`src/rtl/xrom_pkg.sv`:
```
package xrom_pkg;
  localparam logic [5:0] IDX_CMD    = 6'h01;
  localparam logic [5:0] IDX_XROM_0 = 6'h0C;
  localparam logic [5:0] IDX_XROM_1 = 6'h0E;
  localparam logic [7:0] SIG_LO     = 8'h55;
  localparam logic [7:0] SIG_HI     = 8'hAA;
  localparam logic [7:0] FILL_KEY   = 8'h3C;
  localparam int         CMD_MEM_BIT = 1;
endpackage

```
`src/rtl/xrom_cmd_reg.sv`:
```
module xrom_cmd_reg (
  input  logic clk,
  input  logic rst_n,
  input  logic wr_hit,
  input  logic lane0_en,
  input  logic wbit,
  output logic mem_space
);
  logic mem_space_d;
  logic mem_space_ce;

  always_comb begin
    mem_space_ce = wr_hit & lane0_en;
    mem_space_d  = wbit;
  end

  always_ff @(posedge clk or negedge rst_n) begin
    if (!rst_n)            mem_space <= 1'b0;
    else if (mem_space_ce) mem_space <= mem_space_d;
  end
endmodule

```
`src/rtl/xrom_bar_reg.sv`:
```
module xrom_bar_reg #(
  parameter int ROM_SIZE_LOG2 = 17,
  parameter bit ROM_PRESENT   = 1'b1
) (
  input  logic        clk,
  input  logic        rst_n,
  input  logic        wr_hit,
  input  logic [3:0]  be,
  input  logic [31:0] wdata,
  output logic [31:0] bar_q
);
  localparam logic [31:0] SIZE_MASK = ~((32'h1 << ROM_SIZE_LOG2) - 32'h1);
  localparam logic [31:0] WR_MASK   = ROM_PRESENT ? (SIZE_MASK | 32'h1) : 32'h0;

  logic [31:0] lane_mask;
  logic [31:0] bar_d;
  logic        bar_ce;

  for (genvar k = 0; k < 4; k++) begin : g_lane
    assign lane_mask[8*k +: 8] = {8{be[k]}};
  end

  always_comb begin
    bar_ce = wr_hit & (|be);
    bar_d  = (bar_q & ~(WR_MASK & lane_mask)) | (wdata & WR_MASK & lane_mask);
  end

  always_ff @(posedge clk or negedge rst_n) begin
    if (!rst_n)      bar_q <= 32'h0;
    else if (bar_ce) bar_q <= bar_d;
  end
endmodule

```
`src/rtl/xrom_image.sv`:
```
module xrom_image #(
  parameter int IDX_W     = 15,
  parameter int IMG_WORDS = 8
) (
  input  logic [IDX_W-1:0] idx,
  output logic [31:0]      word
);
  import xrom_pkg::*;

  function automatic logic [7:0] img_byte(input logic [IDX_W-1:0] i, input logic [1:0] lane);
    logic [7:0] n;
    n = {i[5:0], lane};
    if (n == 8'd0 && i == '0)      return SIG_LO;
    else if (n == 8'd1 && i == '0) return SIG_HI;
    else                           return n ^ FILL_KEY;
  endfunction

  always_comb begin
    word = 32'h0;
    if (idx < IDX_W'(IMG_WORDS)) begin
      for (int k = 0; k < 4; k++) word[8*k +: 8] = img_byte(idx, 2'(k));
    end
  end
endmodule

```
`src/rtl/xrom_decode.sv`:
```
module xrom_decode #(
  parameter int ROM_SIZE_LOG2 = 17,
  parameter int IMG_WORDS     = 8
) (
  input  logic        clk,
  input  logic        rst_n,
  input  logic        req,
  input  logic [29:0] dw_addr,
  input  logic [31:0] base,
  input  logic        enabled,
  output logic        hit,
  output logic [31:0] rdata
);
  localparam int IDX_W = ROM_SIZE_LOG2 - 2;
  localparam int TAG_W = 32 - ROM_SIZE_LOG2;

  logic [IDX_W-1:0] idx;
  logic [TAG_W-1:0] tag;
  logic [31:0]      img_word;
  logic             hit_d;
  logic [31:0]      rdata_d;

  assign idx = dw_addr[IDX_W-1:0];
  assign tag = dw_addr[29:IDX_W];

  xrom_image #(.IDX_W(IDX_W), .IMG_WORDS(IMG_WORDS)) u_image (
    .idx  (idx),
    .word (img_word)
  );

  always_comb begin
    hit_d   = req & enabled & (tag == base[31:ROM_SIZE_LOG2]);
    rdata_d = hit_d ? img_word : 32'h0;
  end

  always_ff @(posedge clk or negedge rst_n) begin
    if (!rst_n) begin
      hit   <= 1'b0;
      rdata <= 32'h0;
    end else begin
      hit   <= hit_d;
      rdata <= rdata_d;
    end
  end
endmodule

```
`src/rtl/xrom_bar_decoder.sv`:
```
module xrom_bar_decoder #(
  parameter int ROM_SIZE_LOG2 = 17,
  parameter bit HDR_BRIDGE    = 1'b0,
  parameter bit ROM_PRESENT   = 1'b1,
  parameter int IMG_WORDS     = 8
) (
  input  logic        clk,
  input  logic        rst_n,
  input  logic        cfg_wr,
  input  logic        cfg_rd,
  input  logic [5:0]  cfg_idx,
  input  logic [3:0]  cfg_be,
  input  logic [31:0] cfg_wdata,
  output logic [31:0] cfg_rdata,
  input  logic        mem_req,
  input  logic [29:0] mem_dw_addr,
  output logic        mem_hit,
  output logic [31:0] mem_rdata,
  output logic [31:0] rom_base,
  output logic        rom_enabled
);
  import xrom_pkg::*;

  localparam logic [5:0] IDX_XROM = HDR_BRIDGE ? IDX_XROM_1 : IDX_XROM_0;

  logic [1:0]  rst_sync;
  logic        rst_int_n;
  logic [31:0] bar_q;
  logic        mem_space;
  logic        bar_sel;
  logic        cmd_sel;
  logic [31:0] rdata_d;

  always_ff @(posedge clk or negedge rst_n) begin
    if (!rst_n) rst_sync <= 2'b00;
    else        rst_sync <= {rst_sync[0], 1'b1};
  end
  assign rst_int_n = rst_sync[1];

  assign bar_sel = (cfg_idx == IDX_XROM);
  assign cmd_sel = (cfg_idx == IDX_CMD);

  xrom_bar_reg #(.ROM_SIZE_LOG2(ROM_SIZE_LOG2), .ROM_PRESENT(ROM_PRESENT)) u_bar (
    .clk    (clk),
    .rst_n  (rst_int_n),
    .wr_hit (cfg_wr & bar_sel),
    .be     (cfg_be),
    .wdata  (cfg_wdata),
    .bar_q  (bar_q)
  );

  xrom_cmd_reg u_cmd (
    .clk       (clk),
    .rst_n     (rst_int_n),
    .wr_hit    (cfg_wr & cmd_sel),
    .lane0_en  (cfg_be[0]),
    .wbit      (cfg_wdata[CMD_MEM_BIT]),
    .mem_space (mem_space)
  );

  assign rom_base    = {bar_q[31:1], 1'b0};
  assign rom_enabled = bar_q[0] & mem_space;

  xrom_decode #(.ROM_SIZE_LOG2(ROM_SIZE_LOG2), .IMG_WORDS(IMG_WORDS)) u_dec (
    .clk     (clk),
    .rst_n   (rst_int_n),
    .req     (mem_req),
    .dw_addr (mem_dw_addr),
    .base    (rom_base),
    .enabled (rom_enabled),
    .hit     (mem_hit),
    .rdata   (mem_rdata)
  );

  always_comb begin
    rdata_d = 32'h0;
    if (bar_sel)      rdata_d = bar_q;
    else if (cmd_sel) rdata_d[CMD_MEM_BIT] = mem_space;
  end

  always_ff @(posedge clk or negedge rst_int_n) begin
    if (!rst_int_n)  cfg_rdata <= 32'h0;
    else if (cfg_rd) cfg_rdata <= rdata_d;
  end
endmodule

```
`config.mk`:
```
export PLATFORM = sky130hd
export DESIGN_NAME = xrom_bar_decoder
export DESIGN_NICKNAME = d
export VERILOG_FILES = /design/src/rtl/xrom_pkg.sv /design/src/rtl/xrom_cmd_reg.sv /design/src/rtl/xrom_bar_reg.sv /design/src/rtl/xrom_image.sv /design/src/rtl/xrom_decode.sv /design/src/rtl/xrom_bar_decoder.sv
export SDC_FILE = /design/constraint.sdc
export NUM_CORES = 1
export LEC_CHECK = 0
export BUFFER_PORTS_ARGS = -buffer_cell sky130_fd_sc_hd__clkbuf_2
export CORE_ASPECT_RATIO = 0.5
export CORE_MARGIN = 5
export CORE_UTILIZATION = 39
export DETAILED_ROUTE_END_ITERATION = 10
export GPL_TIMING_DRIVEN = 0
export HOLD_SLACK_MARGIN = 0.05
export PLACE_DENSITY = 0.77
export SLEW_MARGIN = 40
export SYNTH_ARGS = -nofsm -noshare
export SYNTH_HDL_FRONTEND = slang
export SYNTH_SLANG_ARGS = --single-unit
```
`constraint.sdc`:
```
create_clock -name clk -period 1.6 [get_ports clk]
set_input_delay 0 -clock clk [delete_from_list [all_inputs] [get_ports clk]]
set_output_delay 0 -clock clk [all_outputs]
set_load 0.02 [all_outputs]
```
==> impl_metrics.json, run 1 <==
{
  "synth_top_area_share_pct": 51.6,
  "use_met3_pct": 7.62,
  "switching_share_pct": 22.1,
  "cts.clk_slew.worst_paths_ps": 50,
  "die_h_microns": 70.1,
  "area_growth_pct": 66.0,
  "yosys_warnings": 0,
  "required_ps": 1830,
  "vias": 2592,
  "final_max_slew_viol_count": 0,
  "finalSetupViolations": 18,
  "insertion_delay_ps": 320,
  "critPathKind": "reg2reg",
  "diodes": 0,
  "hpwl_microns": 5420,
  "synth_area_per_cell_sq_um": 11.0,
  "synth_top_area_cell": "dfrtp_1",
  "initial_core_util_pct": 41.1,
  "coreArea_sq_um": 6860,
  "ios": 175,
  "power_density_nw_per_um2": 972,
  "p_int_mw": 3.54,
  "max-slew-margin-rel_pct": 52.4,
  "power_leakage_nw": 2.52,
  "cts_buffers": 9,
  "drive_gt1_share_pct": 56.0,
  "power_mw": 4.54,
  "port_buffers": 123,
  "syn_area_sq_um": 2820,
  "finalCriticalPeriod_ps": 1750,
  "cts_buffer_depth": 2,
  "synth-seq-cells": 58,
  "synth_edf_count": 0,
  "p_comb_share_pct": 13.6,
  "synth_flop_cell": "dfrtp_1",
  "start_kind": "flip-flop",
  "ir_worst_vdd_mv": 0.490,
  "outcome": "finished, violations left",
  "drt_pre_antenna_iters": 4,
  "end_kind": "flip-flop",
  "dieArea_sq_um": 9120,
  "timing.hold.ws_ps": 63.5,
  "top_usage_layer": "met2",
  "grt_pass1_vias": 2753,
  "ant_nets": 0,
  "viasPerCell": 4.53,
  "rr_worst_depth": 5,
  "drt_iter0_markers": 176,
  "period_share_pct": 109,
  "gr-total-overflow": 0,
  "cap_violations": 0,
  "rsz0062_at_grt": "yes",
  "placed_cell_area_sq_um": 3700,
  "hold_start": "cfg_rd",
  "synth_area_leaders": "dfrtp_1 (52%), buf_4 (16%), mux2_2 (6.4%), nand3_1 (3.6%), xor2_1 (3.1%)",
  "met2_usage_pct": 35.5,
  "cts.sink_count": 58,
  "setup_slack_ps": -145,
  "yosysSeqAreaShare_pct": 51.6,
  "num_rows": 21,
  "grt_pass1_wl_microns": 13400,
  "seq_power_share_pct": 34.8,
  "place.gp.congestion": 0.754,
  "finalSetupTns_ps": -1520,
  "root_buffer": "clkbuf_16",
  "grtUsageMet1_pct": 18.7,
  "r2r_setup_slack_ps": -150,
  "nets": 552,
  "clock_power_share_pct": 51.7,
  "hold_class": "in2reg",
  "netlist_instances": 257,
  "synthArstFlopShare_pct": 100,
  "wl_per_cell_microns": 15.4,
  "crit_fanout": 4,
  "fin_area_sq_um": 4670,
  "endpoint": "u_dec.rdata[11]",
  "hold-path-cell-count": 3,
  "fmax_ghz": 0.573,
  "antenna_found_initial": 0,
  "track_usage_pct": 19.0,
  "die_w_microns": 130,
  "cts_tree": "built",
  "worst_path_largest_cell_delay_ps": 470,
  "hold_viol": 0,
  "cp_slowest_cell": "or4_4",
  "regToRegEndpoint": "u_dec.rdata[11]",
  "drc": 0,
  "cp_cell_sequence": "xnor2_1, nand4_1, buf_4, or4_4, nor4_2",
  "grt_max_degree": 57,
  "violations": "negative setup slack",
  "switching_power_mw": 1.00,
  "ys_types": 30,
  "dp_slack_ps": -240,
  "fin_skew_ps": 9.16,
  "cp_data_arrival_time_ps": 1970,
  "wl_microns": 8800,
  "cts_htree_levels": 3,
  "tightest_slew_ps": 714
}
power by group through the flow:
stage          registers (mW)  logic, mW  clock network [mW]
2_1_floorplan            1.60      0.321                   0
3_3_place_gp             1.61      0.457                   0
3_5_place_dp             1.61      0.468                   0
4_1_cts                  1.58      0.560                2.37
5_1_grt                  1.59      0.656                2.46
6_report                 1.58      0.616                2.35
per-stage QoR:
stage          util [%]  instances
2_1_floorplan         -        294
3_3_place_gp       53.9        509
3_5_place_dp       53.9        509
4_1_cts            66.0        564
5_1_grt            68.1        572
6_report           68.1        572
layer usage:
metal	up-vias	wire length, microns
met5	-	0
met4	0	323
met3	25	682
met2	125	4780
met1	1241	3020
li1	1201	-
logic make-up (layout without fill, tap and decap cells):
logic type	count (synthesis)	after routing	share of synthesized area [%]
AO/OA/AOI/OAI	17	17	3.02
XOR/XNOR	15	15	4.67
buffers and inverters	85	270	19.7
flip-flops	58	58	51.6
multiplexers	17	17	6.80
other	2	39	0.267
AND/OR/NAND/NOR	63	64	14.0
layout by cell type, fill, tap and decap left out, types with 3 or more instances in the layout:
cell type and n:
or4_1 3, xor2_1 9, dfrtp_1 57, conb_1 39
or4_4 3, nor4_2 10, xnor2_1 4, clkbuf_2 123
inv_1 17, nor2_1 3, o21ai_0 17, mux2_2 16
nor3_2 4, bufinv_16 4, clkbuf_1 5, nand3_1 19
dlygate4sd3_1 29, buf_4 78, clkbuf_16 9, nor4_4 4
nor3_4 3
layout make-up:
class / instances / area (sq um)
Fill cell: 460 / 2180
Sequential cell: 58 / 1460
Multi-Input combinational cell: 152 / 1140
Timing Repair Buffer: 170 / 1040
Buffer: 67 / 489
Clock buffer: 11 / 243
Clock inverter: 5 / 125
Tap cell: 92 / 115
Inverter: 17 / 63.8
timing repair:
action / 4_1_cts / 5_1_grt
gates cloned: 2 / 0
hold buffers: 29 / 0
resized for setup: 20 / 15
pin swaps: 21 / 10
endpoints found under the hold margin: 29 / 0
endpoints found under the setup margin: 18 / 25
buffers inserted: 9 / 8
critical path: cells and delay by family (launching register included):
kind                   cells  cell delay, ps
XOR/XNOR                   1             170
buffers and inverters      1             180
flip-flops                 1             390
AND/OR/NAND/NOR            3             900
how the worst min path moves through the flow:
stage	endpoint	slack (ps)
after floorplan	rst_sync[0]	-300
after global placement	rst_sync[0]	-210
after CTS	cfg_rdata[31]	60
after detailed placement	rst_sync[0]	-210
after global routing	cfg_rdata[31]	90
final	cfg_rdata[31]	60
cell usage after synthesis, types with 2 or more instances:
| library cell | instances |
|---|---|
| xnor2_1 | 5 |
| nor2_1 | 4 |
| nand2_1 | 3 |
| buf_2 | 2 |
| nor4_2 | 3 |
| inv_1 | 17 |
| nor3_1 | 6 |
| or4_1 | 4 |
| nor4_1 | 12 |
| buf_4 | 60 |
| nand3_1 | 20 |
| dfrtp_1 | 58 |
| clkbuf_1 | 5 |
| mux2_2 | 16 |
| conb_1 | 2 |
| o21ai_0 | 17 |
| xor2_1 | 10 |
Note: power is estimated with default switching activity, not from simulation.
==> inputs of run 2 (changes only) <==
--- a/config.mk
+++ b/config.mk
@@ -8,12 +8,14 @@
 export BUFFER_PORTS_ARGS = -buffer_cell sky130_fd_sc_hd__clkbuf_2
 export CORE_ASPECT_RATIO = 0.5
 export CORE_MARGIN = 5
-export CORE_UTILIZATION = 39
+export CORE_UTILIZATION = 43
 export DETAILED_ROUTE_END_ITERATION = 10
+export GPL_ROUTABILITY_DRIVEN = 1
 export GPL_TIMING_DRIVEN = 0
 export HOLD_SLACK_MARGIN = 0.05
 export PLACE_DENSITY = 0.77
 export SLEW_MARGIN = 40
 export SYNTH_ARGS = -nofsm -noshare
 export SYNTH_HDL_FRONTEND = slang
+export SYNTH_HIERARCHICAL = 1
 export SYNTH_SLANG_ARGS = --single-unit
==> run 2 against run 1 <==
Against the previous run: the flow still finishes with violations (negative setup slack); clock skew fell by 1.5 ps; combinational power fell by 8.6%; worst setup slack got worse by 25 ps; largest power group unchanged; critical endpoint is now u_dec/rdata[29]; clock-buffer cell count fell by 2.
==> impl_metrics.json, run 2 <==
{
  "outcome": "finished, violations left",
  "violations": "negative setup slack",
  "cp_cell_sequence": "xor2_1, or4_4, nor4_4, buf_6, buf_6, and2_2",
  "vias": 2977,
  "synth_top_area_cell": "dfrtp_1",
  "synth_common_cells": "dfrtp_1 (84), inv_1 (35), nand2_1 (35)",
  "port_buffers": 140,
  "initial_core_util_pct": 44.5,
  "synth_area_leaders": "dfrtp_1 (54%), o22ai_2 (9.6%), buf_4 (6.2%), mux2_2 (4.6%), and2_1 (3.7%)",
  "netlist_instances": 335,
  "synth_flop_cell": "dfrtp_1",
  "yosys_warnings": 6,
  "fin_cells": 671,
  "synth_top_area_share_pct": 53.9,
  "power_leakage_nw": 2.95,
  "hold_class": "in2reg",
  "drive_gt1_share_pct": 53.3,
  "ys_types": 28,
  "hpwl_microns": 7300,
  "r2r_setup_slack_ps": -170,
  "end_kind": "flip-flop",
  "final_max_slew_viol_count": 0,
  "antenna_found_initial": 0,
  "path_buf_inv": 2,
  "crit_path_frequent_cell": "buf_6",
  "root_buffer": "clkbuf_16",
  "placedCellCount": 616,
  "crit_fanout": 8,
  "synth_edf_count": 0,
  "layout_common_cells": "clkbuf_2 (140), dfrtp_1 (81), buf_4 (43)",
  "die_w_microns": 145,
  "wl_per_cell_microns": 14.7,
  "cts.clk_slew.worst_paths_ps": 70,
  "ios": 175,
  "cp_data_arrival_time_ps": 2050,
  "num_rows": 24,
  "syn_area_sq_um": 3900,
  "rr_worst_depth": 6,
  "hold-path-cell-count": 4,
  "finalSetupViolations": 25,
  "area_growth_pct": 43.0,
  "cp.depth": 6,
  "place.gp.congestion": 0.762,
  "grt_pass1_wl_microns": 16100,
  "grt_max_degree": 35,
  "wl_microns": 9830,
  "cts_tree": "built",
  "rsz0062_at_grt": "yes",
  "fin_skew_ps": 7.68,
  "synth_area_per_cell_sq_um": 11.6,
  "finalSetupTns_ps": -3910,
  "drt_pre_antenna_iters": 4,
  "gr-total-overflow": 0,
  "cts_buffers": 9,
  "nets": 625,
  "ir_worst_vdd_mv": 0.501,
  "insertion_delay_ps": 330,
  "drc": 0,
  "yosysSeqAreaShare_pct": 53.9,
  "cts.sink_count": 84,
  "drt_iter0_markers": 100,
  "worst_path_largest_cell_delay_ps": 570,
  "coreArea_sq_um": 8770,
  "fillers": 740,
  "synth.most_common_cell": "dfrtp_1",
  "dieArea_sq_um": 11200,
  "grt_pass1_vias": 3185,
  "start_kind": "flip-flop",
  "cts_buffer_depth": 2,
  "synth-seq-cells": 84,
  "viasPerCell": 4.44,
  "synthArstFlopShare_pct": 100,
  "cts_htree_levels": 3,
  "cp_slowest_cell": "or4_4",
  "cp_top_family": "simple AND/OR/NAND/NOR gates",
  "finalCriticalPeriod_ps": 1770,
  "power_density_nw_per_um2": 900,
  "ant_nets": 0,
  "dp_slack_ps": -344,
  "setup_slack_ps": -170,
  "track_usage_pct": 18.4,
  "required_ps": 1880,
  "critPathKind": "reg2reg",
  "die_h_microns": 77.4,
  "layout_commonest_cell": "clkbuf_2",
  "fmax_ghz": 0.565,
  "hold_viol": 0,
  "period_share_pct": 111,
  "cap_violations": 0,
  "timing.hold.ws_ps": 75.9
}
==> run 2: final timing paths <==
check / startpoint / end
setup / recovery: flip-flop / u_dec/rdata[29]
setup reg to reg: flip-flop / u_dec/rdata[29]
max in group asynchronous: rst_sync[1] / async pin
min in group asynchronous: rst_sync[1] / async pin
hold reg to reg: rst_sync[1] / async pin
hold / removal: cfg_idx[4] / cfg_rdata[23]
==> run 2: logic make-up after synthesis <==
family                    count (synthesis)  synth area share [%]
other                                     4                 0.385
AOI/OAI and AO/OA                        33                  10.1
DFF                                      84                  53.9
buffers and inverters                    81                  12.2
muxes                                    17                  5.00
xor gates and xnor gates                 15                  3.37
and+or+nand+nor                         101                  15.0
==> run 2: metrics by stage <==
| stage | power, mW | util, % | instance area, sq um |
|---|---|---|---|
| after CTS | 5.07 | 63.1 | 5540 |
| after global placement | 2.72 | 55.2 | 4840 |
| after global routing | 5.23 | 63.6 | 5580 |
| after floorplan | 2.56 | - | 3990 |
| after detailed placement | 2.75 | 55.7 | 4880 |
| final | 5.02 | 63.6 | 5580 |
==> run 2: worst reg2reg max path, stage by stage, from the launching register on <==
cell	delay [ps]
dfrtp_1	400
xor2_1	150
or4_4	570
nor4_4	160
buf_6	180
buf_6	130
and2_2	130
==> run 2: power breakdown <==
| group | switching (mW) | total, mW | internal (mW) |
|---|---|---|---|
| registers | 0.0531 | 2.22 | 2.17 |
| clock network | 0.857 | 2.24 | 1.38 |
| logic | 0.292 | 0.563 | 0.271 |
==> run 2: final cells by class <==
class | count | area, sq um | area share [%]
Buffer | 46 | 347 | 6.21
Clock buffer | 9 | 225 | 4.04
Inverter | 35 | 131 | 2.35
Tap cell | 117 | 146 | 2.62
Antenna cell | 1 | 2.50 | 0.0449
Sequential cell | 84 | 2110 | 37.8
Clock inverter | 7 | 96.3 | 1.73
Multi-Input combinational cell | 192 | 1430 | 25.6
Timing Repair Buffer | 180 | 1090 | 19.6
==> run 2: repair_timing <==
| item | 4_1_cts | 5_1_grt |
|---|---|---|
| hold endpoints to repair | 32 | 0 |
| hold buffers | 26 | 0 |
| endpoints found under the setup margin | 25 | 25 |
| pin swaps | 5 | 1 |
| buffers inserted | 7 | 3 |
| cloned | 2 | 0 |
| resized for setup | 5 | 7 |
==> run 2: layer usage <==
metal	vias to the layer above	part of all wire (%)	global-route usage [%]	wire length (microns)
met5	-	0	0	0
met2	87	53	33.0	5230
li1	1450	-	-	-
met1	1429	38	21.3	3780
met4	0	1.4	4.93	139
met3	11	7.0	5.77	685
